===== src/rtl/lvl_irq_pkg.sv =====
package lvl_irq_pkg;

  // register byte offsets
  localparam logic [7:0] OFS_REV     = 8'h00;
  localparam logic [7:0] OFS_SYSCFG  = 8'h10;
  localparam logic [7:0] OFS_SYSSTAT = 8'h14;
  localparam logic [7:0] OFS_CTRL    = 8'h48;
  localparam logic [7:0] OFS_BANK0   = 8'h88;   // first per-bank register (mask clear)
  localparam int         BANK_STRIDE = 32;      // bytes between banks

  // sub-offsets inside one bank window
  localparam logic [4:0] SUB_MCLR = 5'h00;
  localparam logic [4:0] SUB_MSET = 5'h04;
  localparam logic [4:0] SUB_PEND = 5'h10;

  // strobes from control to datapath
  typedef struct packed {
    logic        maskSet;
    logic        maskClr;
    logic [7:0]  bank;
    logic [31:0] data;
    logic        ack;
    logic        softClr;
  } dpStrobe_t;

endpackage


===== src/rtl/lvl_irq_ctl.sv =====
module lvl_irq_ctl
  import lvl_irq_pkg::*;
#(
  parameter int NUM_BANKS  = 2,
  parameter int ADDR_W     = 10,
  parameter int RST_CYCLES = 4,
  parameter int REV_MAJOR  = 2,
  parameter int REV_MINOR  = 1
) (
  input  logic                        clk,
  input  logic                        rstN,
  input  logic                        busWr,
  input  logic [ADDR_W-1:0]           busAddr,
  input  logic [31:0]                 busWdata,
  output logic [31:0]                 busRdata,
  input  logic [NUM_BANKS*32-1:0]     maskVec,
  input  logic [NUM_BANKS*32-1:0]     pendVec,
  output dpStrobe_t                   dpStb,
  output logic                        rstBusy
);

  localparam int BANK_W    = (NUM_BANKS > 1) ? $clog2(NUM_BANKS) : 1;
  localparam int BANK_SPAN = NUM_BANKS * BANK_STRIDE;
  localparam int CNT_W     = $clog2(RST_CYCLES + 1);

  logic [ADDR_W-1:0] rel;
  logic              inBank;
  logic [BANK_W-1:0] bankSel;
  logic [4:0]        sub;
  logic              wrOk;
  logic              hitCfg;
  logic              startRst;
  logic [CNT_W-1:0]  rstCnt;
  logic              autoIdle;
  logic [31:0]       maskWord;
  logic [31:0]       pendWord;

  // address decode of the banked window
  always_comb begin
    rel     = busAddr - ADDR_W'(OFS_BANK0);
    inBank  = (busAddr >= ADDR_W'(OFS_BANK0)) && (int'(rel) < BANK_SPAN);
    bankSel = rel[BANK_W+4:5];
    sub     = rel[4:0];
  end

  assign wrOk     = busWr && !rstBusy;
  assign hitCfg   = (busAddr == ADDR_W'(OFS_SYSCFG));
  assign startRst = wrOk && hitCfg && busWdata[1];

  // soft reset sequencer and autoidle bit
  always_ff @(posedge clk or negedge rstN) begin
    if (!rstN) begin
      rstCnt   <= '0;
      autoIdle <= 1'b0;
    end else if (startRst) begin
      rstCnt   <= CNT_W'(RST_CYCLES);
      autoIdle <= 1'b0;
    end else if (rstCnt != '0) begin
      rstCnt   <= rstCnt - 1'b1;
      autoIdle <= 1'b0;
    end else if (wrOk && hitCfg) begin
      autoIdle <= busWdata[0];
    end
  end

  assign rstBusy = (rstCnt != '0);

  // strobes toward the datapath
  always_comb begin
    dpStb         = '0;
    dpStb.maskClr = wrOk && inBank && (sub == SUB_MCLR);
    dpStb.maskSet = wrOk && inBank && (sub == SUB_MSET);
    dpStb.bank    = 8'(bankSel);
    dpStb.data    = busWdata;
    dpStb.ack     = wrOk && (busAddr == ADDR_W'(OFS_CTRL)) && busWdata[0];
    dpStb.softClr = rstBusy;
  end

  // read mux
  assign maskWord = maskVec[{bankSel, 5'b0} +: 32];
  assign pendWord = pendVec[{bankSel, 5'b0} +: 32];

  always_comb begin
    busRdata = '0;
    if (busAddr == ADDR_W'(OFS_REV)) begin
      busRdata = {24'b0, 4'(REV_MAJOR), 4'(REV_MINOR)};
    end else if (hitCfg) begin
      busRdata = {30'b0, rstBusy, autoIdle};
    end else if (busAddr == ADDR_W'(OFS_SYSSTAT)) begin
      busRdata = {31'b0, !rstBusy};
    end else if (inBank) begin
      if (sub == SUB_MCLR || sub == SUB_MSET) busRdata = maskWord;
      else if (sub == SUB_PEND)               busRdata = pendWord;
    end
  end

endmodule


===== src/rtl/lvl_irq_core.sv =====
module lvl_irq_core
  import lvl_irq_pkg::*;
#(
  parameter int NUM_BANKS = 2
) (
  input  logic                              clk,
  input  logic                              rstN,
  input  logic [NUM_BANKS*32-1:0]           src,
  input  dpStrobe_t                         dpStb,
  output logic [NUM_BANKS*32-1:0]           maskVec,
  output logic [NUM_BANKS*32-1:0]           pendVec,
  output logic                              irqOut,
  output logic [$clog2(NUM_BANKS*32)-1:0]   activeId
);

  localparam int NUM_SRC = NUM_BANKS * 32;
  localparam int ID_W    = $clog2(NUM_SRC);

  // per-bank mask registers
  for (genvar g = 0; g < NUM_BANKS; g++) begin : g_bank
    logic [31:0] maskQ;
    logic        bankHit;

    assign bankHit = (dpStb.bank == 8'(g));

    always_ff @(posedge clk or negedge rstN) begin
      if (!rstN)                           maskQ <= '1;
      else if (dpStb.softClr)              maskQ <= '1;
      else if (dpStb.maskSet && bankHit)   maskQ <= maskQ | dpStb.data;
      else if (dpStb.maskClr && bankHit)   maskQ <= maskQ & ~dpStb.data;
    end

    assign maskVec[g*32 +: 32] = maskQ;
  end

  assign pendVec = src & ~maskVec;

  // lowest-numbered pending source
  logic [ID_W-1:0] lowId;
  logic            anyPend;

  always_comb begin
    lowId   = '0;
    anyPend = |pendVec;
    for (int i = NUM_SRC - 1; i >= 0; i--) begin
      if (pendVec[i]) lowId = ID_W'(i);
    end
  end

  // active source latch
  always_ff @(posedge clk or negedge rstN) begin
    if (!rstN) begin
      irqOut   <= 1'b0;
      activeId <= '0;
    end else if (dpStb.softClr || dpStb.ack) begin
      irqOut   <= 1'b0;
      activeId <= '0;
    end else if (!irqOut && anyPend) begin
      irqOut   <= 1'b1;
      activeId <= lowId;
    end
  end

endmodule


===== src/rtl/lvl_irq_top.sv =====
module lvl_irq_top
  import lvl_irq_pkg::*;
#(
  parameter int NUM_BANKS  = 2,
  parameter int ADDR_W     = 10,
  parameter int RST_CYCLES = 4,
  parameter int REV_MAJOR  = 2,
  parameter int REV_MINOR  = 1
) (
  input  logic                              clk,
  input  logic                              rstN,
  input  logic [NUM_BANKS*32-1:0]           src,
  input  logic                              busWr,
  input  logic [ADDR_W-1:0]                 busAddr,
  input  logic [31:0]                       busWdata,
  output logic [31:0]                       busRdata,
  output logic                              irqOut,
  output logic [$clog2(NUM_BANKS*32)-1:0]   activeId
);

  localparam int NUM_SRC = NUM_BANKS * 32;

  dpStrobe_t          dpStb;
  logic               rstBusy;
  logic [NUM_SRC-1:0] maskVec;
  logic [NUM_SRC-1:0] pendVec;

  lvl_irq_ctl #(
    .NUM_BANKS (NUM_BANKS),
    .ADDR_W    (ADDR_W),
    .RST_CYCLES(RST_CYCLES),
    .REV_MAJOR (REV_MAJOR),
    .REV_MINOR (REV_MINOR)
  ) u_ctl (
    .clk     (clk),
    .rstN    (rstN),
    .busWr   (busWr),
    .busAddr (busAddr),
    .busWdata(busWdata),
    .busRdata(busRdata),
    .maskVec (maskVec),
    .pendVec (pendVec),
    .dpStb   (dpStb),
    .rstBusy (rstBusy)
  );

  lvl_irq_core #(
    .NUM_BANKS(NUM_BANKS)
  ) u_core (
    .clk     (clk),
    .rstN    (rstN),
    .src     (src),
    .dpStb   (dpStb),
    .maskVec (maskVec),
    .pendVec (pendVec),
    .irqOut  (irqOut),
    .activeId(activeId)
  );

endmodule


===== config.mk =====
export PLATFORM = sky130hd
export DESIGN_NAME = lvl_irq_top
export DESIGN_NICKNAME = d
export VERILOG_FILES = /design/src/rtl/lvl_irq_pkg.sv /design/src/rtl/lvl_irq_ctl.sv /design/src/rtl/lvl_irq_core.sv /design/src/rtl/lvl_irq_top.sv
export SDC_FILE = /design/constraint.sdc
export NUM_CORES = 1
export LEC_CHECK = 0
export ABC_AREA = 1
export BUFFER_PORTS_ARGS = -buffer_cell sky130_fd_sc_hd__buf_2
export CORE_MARGIN = 2
export CORE_UTILIZATION = 60
export DETAILED_ROUTE_END_ITERATION = 16
export PLACE_DENSITY = 0.95
export RECOVER_POWER = 50
export SLEW_MARGIN = 20
export SYNTH_ARGS = -nofsm -noshare
export SYNTH_HDL_FRONTEND = slang
export SYNTH_HIERARCHICAL = 1
export SYNTH_SLANG_ARGS = --single-unit

===== constraint.sdc =====
create_clock -name clk -period 7.2 [get_ports clk]
set_clock_uncertainty 0.1 [all_clocks]
set_input_delay 0.72 -clock clk [delete_from_list [all_inputs] [get_ports clk]]
set_output_delay 0.72 -clock clk [all_outputs]
set_load 0.02 [all_outputs]

After elaboration in Yosys (flattened, before gate mapping)

Index checks and enable logic that the tools add are counted.

Register bits after elaboration: 75
Input bits: 109
Logic and storage cells: 137

$add $sub $neg: 2
$lt $le $gt $ge: 2
Equal/unequal tests: 5
Shift operators: 2
Multiplexer cells: 85
Bitwise logic cells: 7
Reductions and logical operators: 28

Operators by type and width:

| operator                                                            | count |
|---|---|
| 2-to-1 mux 6 bit                                                    | 66 |
| 2-to-1 mux 32 bit                                                   | 12 |
| indexed part select 64 x 7 -> 32 bit                                | 2 |
| AND 32 bit                                                          | 2 |
| AND 64 bit                                                          | 1 |
| NOT 64 bit                                                          | 1 |
| OR 32 bit                                                           | 2 |
| OR reduction 64 bit                                                 | 1 |
| NOT 32 bit                                                          | 1 |
| equality test 10 x 5 -> 1 bit (second input constant)               | 2 |
| logical AND 1 bit                                                   | 14 |
| nonzero test 3 bit                                                  | 4 |
| equality test 10 x 7 -> 1 bit (second input constant)               | 1 |
| greater-or-equal comparator 10 x 8 -> 1 bit (second input constant) | 1 |
| zero test 10 bit                                                    | 1 |
| < comparator 10 x 7 -> 1 bit (second input constant)                | 1 |
| subtractor 10 x 8 -> 10 bit (second input constant)                 | 1 |
| zero test 8 bit                                                     | 1 |
| 2-to-1 mux 3 bit                                                    | 2 |
| equality test 5 x 3 -> 1 bit (second input constant)                | 1 |
| equality test 5 bit (second input constant)                         | 1 |
| zero test 5 bit                                                     | 1 |
| 2-to-1 mux 1 bit                                                    | 5 |
| nonzero test 2 bit                                                  | 2 |
| 3 further kinds                                                     | 5 |

Logic depth before layout (Yosys ltp)

Word-level depth: 68
Gate-level depth with buffers: 66
Mapped depth without buffers: 66

By module

Netlist, hierarchy kept.

By module, submodules not included:

| module       | instances | cells each | area each (µm²) | seq. area each (µm²) |
|---|---|---|---|---|
| lvl_irq_core | 1         | 707        | 4655.7          | 1856.8 |
| lvl_irq_ctl  | 1         | 330        | 2117.0          | 100.1 |

Worst setup path before layout

No wires, ideal clock.

Path kind: input -> register
From: in src[60]
To: reg u_core.activeId[0]
Arrival: 3.558 ns
Setup slack: 3.425 ns
Cell stages on the path: 64
Path through: inv_1 -> or2_4 -> nand2_1 -> nand2_1 -> nand2_1 -> nand2_1 -> nand2_1 -> nand2_1 -> nand2_1 -> nand2_1 -> nand2_1 -> nand2_1 -> nand2_1 -> nand2_1 -> nand2_1 -> nand2_1 -> nand2_1 -> nand2_1 -> [... 28 more ...] -> nand2_1 -> nand2_1 -> nand2_1 -> nand2_1 -> nand2_1 -> nand2_1 -> nand2_1 -> nand2_1 -> nand2_1 -> nand2_1 -> nand2_1 -> nand2_1 -> nand2_1 -> nand2_1 -> nand2_1 -> nand2_1 -> nand2_1 -> nand2_1

Longest elaborated chain between the ends: 64
Elaborated cells between the ends (all ways): 67
Classes of those cells: 63 x mux; 1 x bitwise; 3 x reduce/logical

RTL lines:

| what                            | RTL line           | RTL |
|---|---|---|
| start: declaration              | lvl_irq_top.sv:12  | `input logic [NUM_BANKS*32-1:0] src,` |
| AND 64 bit *                    | lvl_irq_core.sv:36 | `assign pendVec = src & ~maskVec;` |
| 2-to-1 mux 6 bit (61 in series) | lvl_irq_core.sv:46 | `if (pendVec[i]) lowId = ID_W'(i);` |
| 2-to-1 mux 6 bit                | lvl_irq_core.sv:58 | `end else if (!irqOut && anyPend) begin` |
| 2-to-1 mux 6 bit                | lvl_irq_core.sv:55 | `end else if (dpStb.softClr \|\| dpStb.ack) begin` |
| end signal: assignment          | lvl_irq_core.sv:60 | `activeId <= lowId;` |
| end: declaration                | lvl_irq_core.sv:13 | `output logic [$clog2(NUM_BANKS*32)-1:0] activeId` |

Mark *: on every way between the ends. The rest lies on a longest branch, timed or not. The select of a mux whose other input is x is not followed.
A chain may end at the register's enable or synchronous reset.

==> reports/metrics.cfg <==
[place]
dpl_cell_area_um2=7248
io_buffers=147
dp_hpwl_um=12720
gp_congestion=0.9372

[drt]
drc=0
routed_wl_um=18450
via_per_inst=5.481
drtPass1Iterations=5
wl_per_cell_um=14.54
via_count=6955
drt-initial-drc-count=581
ant_nets=0

[timing]
min_period_over_period_pct=70.89
rsz0062_at_grt=no
final.min_clock_period_ns=5.104
holdWs_ns=0.3986
setup_violations=0
tns_ns=0
slew_headroom_pct=-172.3
hold_viol=0
slew_viol_final=141
fmaxAchievable_ghz=0.1959
worstMarginPinSlew_ns=4.084

[floorplan]
die_y_um=110.2
fp-row-count=38
dieArea_um2=12150
initial_core_util_pct=61.93
io_pins=148
core_area_um2=10940
die_w_um=110.2

[setup_path]
crit_required_ns=6.38
critical_path_arrival_ns=4.28
crit_fanout=64
crit_type=in2out
worst_setup_path_start_kind=primary input
critPathCaptureType=output pin

[grt]
grt_pass1_wl_um=29500
grt_max_degree=76
grtUsageTotal_pct=30.85
grt_pass1_vias=6456
antenna_found_initial=0
overflow=0

[clock_network]
htreeDepth=3
hold_buffers=0
insertion_delay_ns=0.33
cts_tree=built
numCtsBuffers=9
clockRootBuffer=clkbuf_16
cts_resized=0
cts.sinks=75
clockBufferDepth=2
clk_pin_slew_ns=0.05
postCtsSetupRepairBufs=0

[finish]
nets=1236
drive_gt1_share_pct=26.04
diodes=0
fill_cells=931
areaGrowthSynthToFinish_pct=12.17
final_cell_area_um2=7597

[power_and_ir_drop]
p_leak_uw=0.003816
p_per_area_nw_per_um2=316.1
ir_worst_vdd_mv=0.1850

[yosys]
ys_types=42
syn_inst=1037
synth_area_leaders=dfstp_2 (25%), nand2_1 (13%), inv_1 (9.2%), o21ai_0 (7.5%), nor2_1 (6.8%)
synth_flop_cell=dfstp_2
syn-cell-area_um2=6773
synth-seq-cells=75
yosys_warnings=6
yosysTopAreaCellShare_pct=24.83
yosys.area.top_type=dfstp_2
ys_seq_area_share_pct=28.89
avgSynthCellArea_um2=6.531
synth_edf_count=0
async_flop_share_pct=100.0

[status]
status=complete, but fails checks
violations=max-capacitance violations, max-slew violations

[run]
maxCapViolCount=2

[min_path]
hold_class=reg2reg

## cell usage after synthesis (2+ instances only)
cell type and instances:
dfstp_2 64, a21oi_2 29, o21a_1 28, o21ai_0 102, nand4_1 2, o211ai_2 2
bufinv_8 12, clkbuf_1 22, clkinv_1 2, o211ai_1 27, nor3_1 4, nand2_1 230
nor2_4 2, o31ai_1 3, or2_0 24, buf_6 4, inv_1 166, nor2_2 7
dfrtp_1 11, clkbuf_2 2, or2_2 8, nand3_1 73, nor2_1 122, buf_2 9
a31oi_1 2, ha_1 3, a21oi_1 5, and2_1 2, a32o_1 2, inv_2 7
o21ai_1 6, buf_4 45
## sequential cells by signal, indices dropped and copies added (netlist names)
register             cells
u_ctl/rstCnt             3
u_core/irqOut            1
u_core/g_bank.maskQ     64
u_core/activeId          6
u_ctl/autoIdle           1
## worst max-delay path: stages
cell and delay, ns:
buf_2 0.14, inv_1 0.07, ha_1 0.26, inv_2 0.07, nand2_1 0.06, nand2_2 0.08
clkbuf_1 1.98, o21ai_0 0.46, a21oi_2 0.24, buf_2 0.18
## layer usage
metal  wire length, um  global-route usage, %  up-vias
li1                  -                      -     3368
met1              7404                  39.89     3180
met2              8816                  51.58      352
met3              1739                  5.115       55
met4               485                  12.23        0
met5                 0                      0        -
## cell families after synthesis
kind of cell,count (synthesis),synth area share (%)
buffers and inverters,269,20.49
xor gates and xnor gates,2,0.2587
AOI/OAI and AO/OA,206,19.38
adders and majority gates,3,0.5543
DFF,75,28.89
and+or+nand+nor,481,30.37
other,1,0.05537
## power breakdown
part | switching (uW) | internal [uW] | total (uW)
clock | 176 | 367 | 543
sequential | 92.9 | 628 | 721
combinational | 740 | 398 | 1140
## through the flow
step	cells	utilization (%)	total power (uW)	setup WS [ns]
floorplan	1043	-	1573	3.425
global placement	1253	66.28	1792	3.002
detailed placement	1253	66.28	1831	2.958
CTS	1269	69.59	2387	3.197
global route	1269	69.47	2605	1.803
finish	1269	69.47	2402	2.096
## path summary, 6_finish.rpt
check,startpoint,endpoint,slack [ns],cells after the start
min reg2reg,u_core/g_bank[1].maskQ[15]$_DFFE_PN1P_,u_core/g_bank[1].maskQ[15]$_DFFE_PN1P_,0.40,2
max in group asynchronous,rstN,u_ctl/autoIdle$_DFFE_PN0P_,2.90,2
max reg2reg,u_core/g_bank[1].maskQ[30]$_DFFE_PN1P_,u_core/activeId[0]$_DFFE_PN0P_,3.10,66
min,u_core/g_bank[1].maskQ[15]$_DFFE_PN1P_,u_core/g_bank[1].maskQ[15]$_DFFE_PN1P_,0.40,2
max,busAddr[3],busRdata[7],2.10,10
min in group asynchronous,rstN,u_core/activeId[1]$_DFFE_PN0P_,1.85,2
## layout by cell type, fill, tap and decap left out, types with 3 or more instances in the layout
| cell type | count |
|---|---|
| nor2_1 | 122 |
| inv_1 | 166 |
| bufinv_16 | 3 |
| clkbuf_1 | 11 |
| nor3_1 | 4 |
| inv_2 | 6 |
| clkbuf_16 | 9 |
| nor2_2 | 7 |
| bufinv_8 | 12 |
| ha_1 | 3 |
| a21oi_1 | 3 |
| o21a_1 | 28 |
| dfstp_2 | 63 |
| or2_2 | 8 |
| nand3_1 | 73 |
| o21ai_0 | 102 |
| buf_4 | 3 |
| o211ai_1 | 27 |
| o21ai_1 | 6 |
| a21oi_2 | 29 |
| conb_1 | 7 |
| buf_2 | 138 |
| clkbuf_8 | 3 |
| or2_0 | 24 |
| dfrtp_1 | 11 |
| nand2_1 | 229 |
| o31ai_1 | 3 |
## area by class of cell
type | instances | area, um^2 | share of cell area (%)
inverter | 187 | 868.3 | 11.43
timing repair buffer | 152 | 754.5 | 9.931
tap | 140 | 175.2 | 2.306
clock buffer | 12 | 266.5 | 3.508
clock inverter | 4 | 95.09 | 1.252
multi-input combinational | 699 | 3481 | 45.82
sequential | 75 | 1957 | 25.76
Power figures use the tool's default switching activity.
